File: src/rtl/pab_pkg.sv
package pab_pkg;

  typedef enum logic [1:0] {
    AB_IDLE = 2'd0,
    AB_QUAL = 2'd1,
    AB_HOLD = 2'd2
  } ab_state_e;

endpackage

File: src/rtl/pab_edge_sampler.sv
module pab_edge_sampler (
  input  logic clk,
  input  logic rst,
  input  logic tick_i,
  input  logic lvl_i,
  output logic fall_o
);

  logic prev_q;

  always_ff @(posedge clk) begin
    if (rst) begin
      prev_q <= 1'b0;
    end else if (tick_i) begin
      prev_q <= lvl_i;
    end
  end

  assign fall_o = tick_i & prev_q & ~lvl_i;

endmodule

File: src/rtl/pab_press_fsm.sv
module pab_press_fsm
  import pab_pkg::*;
#(
  parameter int DBW = 16
) (
  input  logic           clk,
  input  logic           rst,
  input  logic           tick_i,
  input  logic           en_i,
  input  logic           lvl_i,
  input  logic           fall_i,
  input  logic [DBW-1:0] limit_i,
  output logic           active_o
);

  localparam int CW = DBW + 1;

  ab_state_e     state_q, state_d;
  logic [DBW-1:0] cnt_q, cnt_d;
  logic [CW-1:0]  cnt_inc;
  logic           reached;

  assign cnt_inc = {1'b0, cnt_q} + CW'(1);
  assign reached = (cnt_inc >= {1'b0, limit_i});

  always_comb begin
    state_d = state_q;
    cnt_d   = cnt_q;
    unique case (state_q)
      AB_IDLE: begin
        if (fall_i && en_i) begin
          cnt_d   = '0;
          state_d = (limit_i == '0) ? AB_HOLD : AB_QUAL;
        end
      end
      AB_QUAL: begin
        if (tick_i) begin
          if (!en_i || lvl_i) begin
            state_d = AB_IDLE;
          end else if (reached) begin
            state_d = AB_HOLD;
          end else begin
            cnt_d = cnt_inc[DBW-1:0];
          end
        end
      end
      AB_HOLD: begin
        if (lvl_i || (tick_i && !en_i)) begin
          state_d = AB_IDLE;
        end
      end
      default: state_d = AB_IDLE;
    endcase
  end

  always_ff @(posedge clk) begin
    if (rst) begin
      state_q <= AB_IDLE;
      cnt_q   <= '0;
    end else begin
      state_q <= state_d;
      cnt_q   <= cnt_d;
    end
  end

  assign active_o = (state_q == AB_HOLD);

endmodule

File: src/rtl/pab_key_mux.sv
module pab_key_mux #(
  parameter int NKEY = 3
) (
  input  logic            clk,
  input  logic            rst,
  input  logic            active_i,
  input  logic [NKEY-1:0] sel_i,
  input  logic [NKEY-1:0] val_i,
  input  logic [NKEY-1:0] keys_i,
  output logic [NKEY-1:0] keys_o
);

  for (genvar g = 0; g < NKEY; g++) begin : g_key
    always_ff @(posedge clk) begin
      if (rst) begin
        keys_o[g] <= 1'b0;
      end else begin
        keys_o[g] <= (active_i && sel_i[g]) ? val_i[g] : keys_i[g];
      end
    end
  end

endmodule

File: src/rtl/pwrkey_autoblock.sv
module pwrkey_autoblock #(
  parameter int NKEY = 3,
  parameter int DBW  = 16
) (
  input  logic            clk,
  input  logic            rst,
  input  logic            tick_i,
  input  logic            btn_i,
  input  logic [NKEY-1:0] keys_i,
  input  logic [DBW:0]    ab_ctrl_i,
  input  logic [NKEY-1:0] key_sel_i,
  input  logic [NKEY-1:0] key_val_i,
  output logic [NKEY-1:0] keys_o
);

  localparam int EN_BIT = DBW;

  logic fall;
  logic active;

  pab_edge_sampler u_edge (
    .clk    (clk),
    .rst    (rst),
    .tick_i (tick_i),
    .lvl_i  (btn_i),
    .fall_o (fall)
  );

  pab_press_fsm #(.DBW(DBW)) u_fsm (
    .clk      (clk),
    .rst      (rst),
    .tick_i   (tick_i),
    .en_i     (ab_ctrl_i[EN_BIT]),
    .lvl_i    (btn_i),
    .fall_i   (fall),
    .limit_i  (ab_ctrl_i[DBW-1:0]),
    .active_o (active)
  );

  pab_key_mux #(.NKEY(NKEY)) u_mux (
    .clk      (clk),
    .rst      (rst),
    .active_i (active),
    .sel_i    (key_sel_i),
    .val_i    (key_val_i),
    .keys_i   (keys_i),
    .keys_o   (keys_o)
  );

endmodule

File: config.mk
export PLATFORM = sky130hd
export DESIGN_NAME = pwrkey_autoblock
export DESIGN_NICKNAME = d
export VERILOG_FILES = /design/src/rtl/pab_pkg.sv /design/src/rtl/pab_edge_sampler.sv /design/src/rtl/pab_press_fsm.sv /design/src/rtl/pab_key_mux.sv /design/src/rtl/pwrkey_autoblock.sv
export SDC_FILE = /design/constraint.sdc
export NUM_CORES = 1
export LEC_CHECK = 0
export BUFFER_PORTS_ARGS = -buffer_cell sky130_fd_sc_hd__buf_4
export CAP_MARGIN = 20
export CORE_MARGIN = 2
export CORE_UTILIZATION = 55
export DETAILED_ROUTE_END_ITERATION = 8
export PLACE_DENSITY_LB_ADDON = 0.05
export REMOVE_ABC_BUFFERS = 1
export SLEW_MARGIN = 20
export SYNTH_ARGS = -nofsm -noshare
export SYNTH_HDL_FRONTEND = slang
export SYNTH_SLANG_ARGS = --single-unit
File: constraint.sdc
create_clock -name clk -period 3.55 [get_ports clk]
set_input_delay 0 -clock clk [delete_from_list [all_inputs] [get_ports clk]]
set_output_delay 0 -clock clk [all_outputs]
set_load 0.05 [all_outputs]
==> qor.yml <==
outcome:
  status: "finished, final reports clean"
floorplan:
  die_w_um: 59.9
  die_h_um: 59.9
  ios: 33
  start_util_pct: 57.2
  row_count: 20
  core-area_um2: 3000
  die_area_um2: 3590
global_routing:
  grt_pass1_wl_mm: 6.97
  first_global_vias: 1587
  antenna_found_initial: 0
  overflow: 0
  grt_start_max_net_pins: 19
  grt_usage_pct: 25.4
yosys:
  async_reset_ff_share_pct: 0
  ys_types: 37
  synth-seq-cells: 22
  synth_edf_count: 0
  synth-main-ff-cell: "dfxtp_1"
  synthMuxAreaShare_pct: 4.08
  yosysSeqAreaShare_pct: 25.6
  synth-compound-area-share_pct: 18.6
  synth_fa_ha_area_share_pct: 12.4
  synth.top_cells.by_count: "dfxtp_1 (22), nand2_1 (22), ha_1 (17), inv_1 (17)"
  syn_area_um2: 1720
  synth_cells: 217
  ys_warn_count: 0
  synth_xor_area_share_pct: 5.10
  synth.area.top_cells: "dfxtp_1 (26%), ha_1 (12%), nand2_1 (4.8%), a21oi_1 (4.7%), a21o_1 (4.4%)"
  synth_area_leader_cell: "dfxtp_1"
  synth_top_family_by_area: "simple AND/OR/NAND/NOR gates"
  yosys.area_share.simple_pct: 28.9
  syn_area_per_cell_um2: 7.92
  synthDominantCellAreaShare_pct: 25.6
placement:
  routabilityCongestion: 0.832
  dpl.hpwl_mm: 3.11
  port_buffers: 32
  place_ws_ns: 0.0824
drt:
  routed_via_density: 5.55
  met1Wirelength_mm: 1.98
  wl_met3_um: 197
  firstDrtPassIters: 4
  wl_per_cell_um: 13.8
  ant_nets: 0
  wl_mm: 4.21
  vias: 1688
  drc_errors: 0
  first_iter_violations: 51
  dr.max_layer_used: "met4"
  wl_met2_mm: 1.99
final_layout:
  fill_cells: 247
  final_core_util_pct: 74.1
  n_antenna_cell: 0
  seqCellArea_um2: 442
  nets: 319
  drive_above_1_share_pct: 22.5
  area_delta_synth_final_pct: 29.6
  multi_input_area_um2: 1200
timing:
  fin_crit_ns: 3.28
  fmax_mhz: 305
  finalHoldViolations: 0
  finClkSkew_ns: 0.0106
  slew-limit-headroom_pct: 64.8
  setup_viol: 0
  fin_tns_setup_ns: 0
  setup_ws_ns: 0.267
  maxSlewViolCount: 0
  finalCritPeriodShare_pct: 92.5
  worst_pin_slew_ns: 0.522
  rsz0062_at_grt: "no"
power:
  p_leak_nw: 1.11
  ir_worst_vdd_mv: 0.185
  total_power_mw: 0.474
  pwr_density_cell_nw_per_um2: 213
cts:
  numCtsBuffers: 3
  cts.sinks: 22
  clk_pin_slew_ns: 0.13
  cts_tree: "yes"
  htreeDepth: 1
  clk_latency_ns: 0.32
  clk_path_buf_depth: 2
  clock-root-buffer: "clkbuf_4"
flow_run:
  maxCapViolCount: 0
worst_setup_path:
  arrival_ns: 3.49
  crit_path_end_kind: "register"
  criticalPathCategory: "reg -> reg"
  critPathMaxFanout: 7
  cp_slowest_cell: "dfxtp_2"
  critPathMaxStageDelay_ns: 0.39
  required_ns: 3.76
  worst_setup_path_start_kind: "register"
  path_common_cell: "ha_1"
  crit_chain: "ha_1 > and3_4 > nand3_4 > nor3_1 > xor2_1 > ha_1 > a21o_1 > a21oi_2 > o41ai_4 > nor4_1 > a22o_2 > buf_4 > mux2i_1 > nor2_1"
min_path:
  hold_class: "in -> reg"
sequential cells by signal (all words and copies together) (netlist names):
name and count:
u_mux.keys_o 3, u_edge.prev_q 1, u_fsm.cnt_q 16, u_fsm.state_q 2
path summary, 6_finish.rpt:
check,startpoint,to,slack (ns),cells after the start
worst max register to register,u_fsm.cnt_q[0],u_fsm.cnt_q[5],0.27,14
worst min-delay path,tick_i,u_fsm.state_q[0],0.04,3
worst min register to register,u_fsm.cnt_q[0],u_fsm.cnt_q[0],0.52,1
worst max-delay path,u_fsm.cnt_q[0],u_fsm.cnt_q[5],0.27,14
cell families after synthesis:
group                      count (synthesis)
DFF                                       22
xor gates and xnor gates                  10
buffers and inverters                     22
adders and majority gates                 17
and+or+nand+nor                           95
AOI/OAI and AO/OA                         44
muxes                                      7
cells in the final DEF (no fill, tap or decap), types with 2 or more instances in the layout:
cell type / count
buf_4: 42
nand2_1: 22
dfxtp_1: 21
inv_1: 17
ha_1: 17
nor2_1: 16
a21oi_1: 15
nand3_1: 13
dlygate4sd3_1: 13
a21o_1: 10
nor4_1: 7
mux2i_1: 7
xnor2_1: 6
nor3_1: 6
nor2b_1: 6
and3_1: 5
nand4_1: 5
nand2b_1: 4
xor2_1: 4
o21ai_0: 4
a31o_2: 3
clkbuf_4: 3
or2b_1: 2
or2_2: 2
nor3b_1: 2
a211oi_1: 2
a21oi_2: 2
o21a_1: 2
through the flow:
| step | cells | hold WS (ns) | area, µm² |
|---|---|---|---|
| floorplan | 212 | 0.0624 | 1690 |
| global placement | 286 | 0.258 | 2040 |
| detailed placement | 286 | 0.263 | 2040 |
| CTS | 303 | 0.0322 | 2210 |
| global route | 304 | 0.0581 | 2230 |
| finish | 304 | 0.0351 | 2230 |
what timing repair did:
item                       4_1_cts  5_1_grt
setup buffers                    0        1
hold endpoints to repair        11        0
setup endpoints to repair        0       16
resized for setup                0        4
hold buffers                    13        0
power by group:
group	internal [mW]	switching (mW)
combinational	0.0443	0.0363
clock	0.0628	0.0797
sequential	0.250	0.00156
critical path, delay by kind of cell (launching register included):
kind	cells	cell delay, ns
AOI/OAI and AO/OA	4	0.76
xor gates and xnor gates	1	0.23
adders and majority gates	2	0.48
buffers and inverters	1	0.16
DFF	1	0.39
muxes	1	0.19
and+or+nand+nor	5	0.98
layout make-up:
type,count,share of cell area (%)
Tap cell,33,1.85
Multi-Input combinational cell,173,53.8
Inverter,17,2.87
Timing Repair Buffer,55,20.0
Clock buffer,4,1.63
Sequential cell,22,19.8
per-layer routing:
metal	GRT usage, %	vias up
li1	-	880
met1	34.5	759
met2	43.2	44
met3	2.81	5
met4	5.71	0
met5	0	-
Note: power is estimated with default switching activity, not from simulation.
